$ cat config.mk
export PLATFORM = sky130hd
export DESIGN_NAME = iagg_top
export DESIGN_NICKNAME = d
export VERILOG_FILES = /design/src/rtl/iagg_pkg.sv /design/src/rtl/iagg_sync.sv /design/src/rtl/iagg_block.sv /design/src/rtl/iagg_top.sv
export SDC_FILE = /design/constraint.sdc
export NUM_CORES = 1
export LEC_CHECK = 0
export ABC_AREA = 1
export BUFFER_PORTS_ARGS = -buffer_cell sky130_fd_sc_hd__clkbuf_2
export CORE_MARGIN = 2
export CORE_UTILIZATION = 54
export CTS_CLUSTER_DIAMETER = 40
export DETAILED_ROUTE_END_ITERATION = 6
export GPL_TIMING_DRIVEN = 0
export PLACE_DENSITY = 0.75
export SLEW_MARGIN = 20
export SYNTH_ARGS = -nofsm -noshare
export SYNTH_HDL_FRONTEND = slang
export SYNTH_SLANG_ARGS = --single-unit
export TNS_END_PERCENT = 100
$ cat constraint.sdc
create_clock -name clk -period 1.4 [get_ports clk]
set_input_delay 0.07 -clock clk [delete_from_list [all_inputs] [get_ports clk]]
set_output_delay 0.07 -clock clk [all_outputs]
set_load 0.01 [all_outputs]
$ cat src/rtl/iagg_pkg.sv
package iagg_pkg;
  localparam int LINES     = 8;
  localparam int BLK_PER_M = 7;
  localparam int MASTERS   = 2;
  localparam int NBLK      = MASTERS * BLK_PER_M;
  localparam int NUM_IRQ   = NBLK * LINES;
  localparam int REG_W     = 2;
  localparam int BLK_W     = $clog2(BLK_PER_M + 1);
  localparam int MST_W     = (MASTERS > 1) ? $clog2(MASTERS) : 1;
  localparam int ADDR_W    = MST_W + BLK_W + REG_W;

  typedef enum logic [REG_W-1:0] {
    REG_PEND = 2'd0,
    REG_CLR  = 2'd1,
    REG_MASK = 2'd2,
    REG_RAW  = 2'd3
  } reg_sel_e;
endpackage

$ cat src/rtl/iagg_sync.sv
module iagg_sync #(
  parameter int W      = 8,
  parameter int STAGES = 2
) (
  input  logic         clk,
  input  logic         rst_n,
  input  logic [W-1:0] d,
  output logic [W-1:0] q
);
  logic [W-1:0] st [STAGES];

  always_ff @(posedge clk or negedge rst_n) begin
    if (!rst_n) begin
      for (int i = 0; i < STAGES; i++) st[i] <= '0;
    end else begin
      st[0] <= d;
      for (int i = 1; i < STAGES; i++) st[i] <= st[i-1];
    end
  end

  assign q = st[STAGES-1];
endmodule

$ cat src/rtl/iagg_block.sv
module iagg_block #(
  parameter int W = 8
) (
  input  logic         clk,
  input  logic         rst_n,
  input  logic [W-1:0] line_s,
  input  logic         wr_clr,
  input  logic         wr_mask,
  input  logic [W-1:0] wdata,
  output logic [W-1:0] pend,
  output logic [W-1:0] mask,
  output logic [W-1:0] raw,
  output logic         active
);
  logic [W-1:0] prev;
  logic [W-1:0] rise;
  logic [W-1:0] clr_bits;

  assign rise     = line_s & ~prev;
  assign clr_bits = wr_clr ? wdata : '0;

  always_ff @(posedge clk or negedge rst_n) begin
    if (!rst_n) begin
      prev <= '0;
      pend <= '0;
      mask <= '1;
    end else begin
      prev <= line_s;
      // a new edge in the same cycle as its clear keeps the bit set
      pend <= (pend & ~clr_bits) | rise;
      if (wr_mask) mask <= wdata;
    end
  end

  assign raw    = line_s;
  assign active = |(pend & ~mask);
endmodule

$ cat src/rtl/iagg_top.sv
module iagg_top
  import iagg_pkg::*;
#(
  parameter int SYNC_STAGES = 2
) (
  input  logic               clk,
  input  logic               rst_n,
  input  logic [NUM_IRQ-1:0] irq_in,
  input  logic [ADDR_W-1:0]  bus_addr,
  input  logic               bus_wr,
  input  logic               bus_rd,
  input  logic [LINES-1:0]   bus_wdata,
  output logic [LINES-1:0]   bus_rdata,
  output logic               bus_rvalid,
  output logic               irq_out
);
  logic [NUM_IRQ-1:0] line_s;
  logic [NUM_IRQ-1:0] pend_all;
  logic [NUM_IRQ-1:0] mask_all;
  logic [LINES-1:0]   pend_a [NBLK];
  logic [LINES-1:0]   mask_a [NBLK];
  logic [LINES-1:0]   raw_a  [NBLK];
  logic [NBLK-1:0]    act;
  logic [LINES-1:0]   sum_a  [MASTERS];
  logic [MST_W-1:0]   a_m;
  logic [BLK_W-1:0]   a_b;
  logic [REG_W-1:0]   a_r;
  logic [LINES-1:0]   rd_mux;

  assign {a_m, a_b, a_r} = bus_addr;

  iagg_sync #(.W(NUM_IRQ), .STAGES(SYNC_STAGES)) u_sync (
    .clk(clk), .rst_n(rst_n), .d(irq_in), .q(line_s)
  );

  for (genvar m = 0; m < MASTERS; m++) begin : g_mst
    for (genvar b = 0; b < BLK_PER_M; b++) begin : g_blk
      localparam int IDX = m * BLK_PER_M + b;
      logic hit;
      assign hit = bus_wr && (a_m == MST_W'(m)) && (a_b == BLK_W'(b + 1));
      iagg_block #(.W(LINES)) u_blk (
        .clk    (clk),
        .rst_n  (rst_n),
        .line_s (line_s[IDX*LINES +: LINES]),
        .wr_clr (hit && (a_r == REG_CLR)),
        .wr_mask(hit && (a_r == REG_MASK)),
        .wdata  (bus_wdata),
        .pend   (pend_a[IDX]),
        .mask   (mask_a[IDX]),
        .raw    (raw_a[IDX]),
        .active (act[IDX])
      );
      assign pend_all[IDX*LINES +: LINES] = pend_a[IDX];
      assign mask_all[IDX*LINES +: LINES] = mask_a[IDX];
    end
    // chain bit: activity in any later master
    if (m < MASTERS - 1) begin : g_chain
      assign sum_a[m] = {act[m*BLK_PER_M +: BLK_PER_M],
                         |act[NBLK-1:(m+1)*BLK_PER_M]};
    end else begin : g_last
      assign sum_a[m] = {act[m*BLK_PER_M +: BLK_PER_M], 1'b0};
    end
  end

  always_comb begin
    int idx;
    rd_mux = '0;
    idx    = int'(a_m) * BLK_PER_M + int'(a_b) - 1;
    if (a_b == '0) begin
      if (a_r == REG_PEND) rd_mux = sum_a[a_m];
    end else begin
      case (a_r)
        REG_PEND: rd_mux = pend_a[idx];
        REG_MASK: rd_mux = mask_a[idx];
        REG_RAW:  rd_mux = raw_a[idx];
        default:  rd_mux = '0;
      endcase
    end
  end

  always_ff @(posedge clk or negedge rst_n) begin
    if (!rst_n) begin
      bus_rdata  <= '0;
      bus_rvalid <= 1'b0;
    end else begin
      bus_rvalid <= bus_rd;
      if (bus_rd) bus_rdata <= rd_mux;
    end
  end

  assign irq_out = |sum_a[0];
endmodule

==> results by group <==
GRT
  – GR Util All Layers: 0.412
  – Antenna violations before repair: 5
  – Vias in the first global route: 19.5k
  – First-pass GRT wire length: 124 mm
  – Largest net degree at the start of global routing: 100
  – Grt total ovfl: 0

STA
  – RSZ-0062 raised after global routing: true
  – Peak Freq: 431 MHz
  – Final hold violation count: 0
  – Worst clock skew: 0.0231 ns
  – Worst slew pin tran: 1.11 ns
  – Pins over their slew limit: 0
  – Final worst setup slack: -0.919 ns
  – Period utilization: 1.66
  – Setup violators final: 209
  – Worst Hold Slack: 0.0390 ns
  – Worst relative slew slack: 0.259
  – Min Clock Period, post-route: roughly 2.3 ns

Critical path
  – Critical path type: register to primary output
  – R2R setup slack: -0.33 ns
  – Crit end category: primary output
  – R2r worst-path depth: 8
  – Critical path capture point: irq_out
  – Critical Path Source: g_mst[0].g_blk[2].u_blk.mask[6]
  – CP required: 1.33 ns
  – Reg2reg start: g_mst[1].g_blk[3].u_blk.mask[4]
  – Worst EP arrival: 2.25 ns
  – RR Endpoint: bus_rdata[4]
  – Max FO, Critical Path: 3
  – Type of origin of the critical path: register

Detailed routing
  – Routed len/inst: 26.3 um
  – DRC: 1
  – Antenna viol nets, final: 0
  – Drt pass-1 iters: 7
  – Vias: 19.3k
  – Total wire length: 85.7 mm
  – DR vias/cell: 5.91
  – DRT iter0 DRCs: 2260

Logic synthesis
  – Main combinational cell family by area after synthesis: simple AND/OR/NAND/NOR gates
  – Post-synthesis cell area: 0.0221 mm^2
  – Synth warnings: 0
  – Sequential area share after synthesis: 0.651
  – Simple-gate share of the synthesized area: 0.157
  – Avg Cell Area, Syn: around 9.6 um^2
  – Xor/xnor cell area share of the yosys netlist: 0
  – Syn_nets: approximately 2.4k
  – Mux share of post-synthesis cell area: 0
  – Synth Area in Compound Gates: 0.121
  – Yosys cell types: 32
  – #FFs+latches synth: 569
  – Synth Area in Adders: 0.00317
  – Cells after Synth: 2301

Flow run
  – Max-cap viol count: 0

Status
  – Status: finished, violations left
  – Failing checks: DRC, setup timing

Floorplanning
  – Chip Height: around 200 um
  – Rows: 74
  – Area of the core: 0.0406 mm^2
  – Die width: 206 um
  – Initial Util: 0.544
  – Die area: 0.0425 mm^2
  – I/O pins: 140

Clock network
  – Clock Latency Late Sink: 0.61 ns
  – Clock Pin Slew Worst Setup and Hold Paths: 0.06 ns
  – # clock sinks: approximately 570
  – Number of buffers created by CTS: 75
  – CTS H-tree depth: 3
  – Clock root buffer: clkbuf_16
  – CTS tree: done
  – Clock buffer depth: 3

Placed design
  – Pre-CTS WS: -1.78 ns
  – Hpwl dp: 57.4 mm
  – RePlAce Congestion: 0.995
  – Port bufs: between 100 and 150

Cells and area
  – Commonest non-fill, non-tap cell in the layout: nand2_1
  – Total Nets Final: about 2.8k
  – Layout cells sized above 1: 0.234
  – Synth-to-layout area growth: 29.3%
  – Commonest cells after routing, fill and taps aside: nand2_1 (515), dfrtp_1 (457), o21ai_0 (379)

Pwr
  – Power Density: 1590 mW/mm^2
  – Pleak: 13.5 nW
  – Worst IR drop on VDD: 1.30 mV

Min path
  – Min-delay worst type: input port to async pin
-- synth_stat cells --
| cell | n | area (um^2) |
|---|---|---|
| o21ai_1 | 3 | 15.0 |
| o211a_1 | 1 | 10.0 |
| nand2_1 | 537 | 2020 |
| nor4_1 | 1 | 6.26 |
| buf_4 | 8 | 60.1 |
| inv_2 | 4 | 15.0 |
| o22ai_1 | 24 | 150 |
| buf_6 | 2 | 22.5 |
| fa_1 | 1 | 20.0 |
| inv_1 | 271 | 1020 |
| nand3_1 | 210 | 1050 |
| nor3_2 | 3 | 30.0 |
| nor3_4 | 1 | 16.3 |
| a211oi_1 | 5 | 37.5 |
| dfrtp_1 | 457 | 11400 |
| clkinv_1 | 1 | 3.75 |
| a21oi_1 | 94 | 470 |
| nor4_4 | 1 | 21.3 |
| nand4_1 | 2 | 12.5 |
| buf_2 | 44 | 220 |
| nor2_2 | 2 | 12.5 |
| nand2_2 | 1 | 6.26 |
| o211ai_1 | 4 | 30.0 |
| ha_1 | 4 | 50.1 |
| o21ai_0 | 389 | 1950 |
| clkbuf_1 | 42 | 158 |
| dfstp_2 | 112 | 2940 |
| nand3b_1 | 1 | 7.51 |
| buf_1 | 3 | 11.3 |
| nor3_1 | 2 | 10.0 |
| nor2_1 | 70 | 263 |
| or2_2 | 1 | 6.26 |
-- kinds of logic after synthesis --
| logic type | count (synthesis) |
|---|---|
| buf+inv | 375 |
| flops | 569 |
| fa+ha+maj | 5 |
| simple gates | 832 |
| compound gates | 520 |
-- state kept, by name (all words and copies together) (netlist names) --
register / cells
bus_rvalid: 1
u_sync.q: 112
g_mst.g_blk.u_blk.pend: 112
bus_rdata: 8
g_mst.g_blk.u_blk.mask: 112
g_mst.g_blk.u_blk.prev: 112
u_sync.st: 112
-- power by group --
group	switching, mW	internal, mW	total [mW]
combinational	4.56	2.18	6.74
clock	7.82	12.3	20.1
sequential	0.750	17.8	18.5
-- metal layers --
metal  vias to the layer above  wire (um)  GRT usage
li1                       8183          -          -
met1                      9517      32800      0.536
met2                      1226      38900      0.633
met3                       332       8560      0.103
met4                         6       5490      0.237
met5                         -         41          0
-- final cells by class --
cell class                      count  area, um^2
Timing Repair Buffer              286        2360
Clock inverter                     44         559
Multi-Input combinational cell   1357        6850
Clock buffer                       93        2080
Fill cell                        2983       12000
Antenna cell                        4        10.0
Buffer                             98         589
Inverter                          276        1050
Sequential cell                   569       14400
Tap cell                          532         666
-- repair_timing --
action,4_1_cts,5_1_grt
gates cloned,2,0
pin swaps,66,71
endpoints found under the setup margin,10,410
resized for setup,156,87
hold buffers,115,1
setup buffers,16,9
endpoints found under the hold margin,307,142
-- critical path: stages, from the launching register on --
cell and delay [ns]:
dfstp_2 0.57, o22ai_1 0.12, nor2_1 0.22, nand2_2 0.17, nor4_4 0.26, nand3_2 0.15, buf_6 0.16
-- worst min-delay path by stage --
stage	slack, ns	start	end	cells past startpoint
floorplan	-0.23	rst_n	bus_rdata[0]	0
global placement	0.18	irq_in[30]	u_sync.st[142]	1
detailed placement	-0.08	rst_n	u_sync.q[68]	1
CTS	0.03	rst_n	g_mst[1].g_blk[1].u_blk.prev[5]	2
global route	0.07	rst_n	u_sync.q[68]	2
finish	0.04	rst_n	u_sync.q[74]	2
-- through the flow --
| stage | TNS (ns) | area (um^2) | instances | power, mW | utilization |
|---|---|---|---|---|---|
| 4_1_cts | -55.88 | 28200 | 3247 | 44.8 | 0.694 |
| 6_report | -59.61 | 28500 | 3259 | 45.4 | 0.704 |
| 2_1_floorplan | -5.77 | 22100 | 2301 | 21.1 | - |
| 3_3_place_gp | -6374.72 | 23500 | 2972 | 23.9 | 0.579 |
| 5_1_grt | -141.15 | 28500 | 3255 | 46.6 | 0.704 |
| 3_5_place_dp | -114.23 | 23700 | 2978 | 24.0 | 0.584 |
No activity file was read; power rests on OpenSTA's default activity.
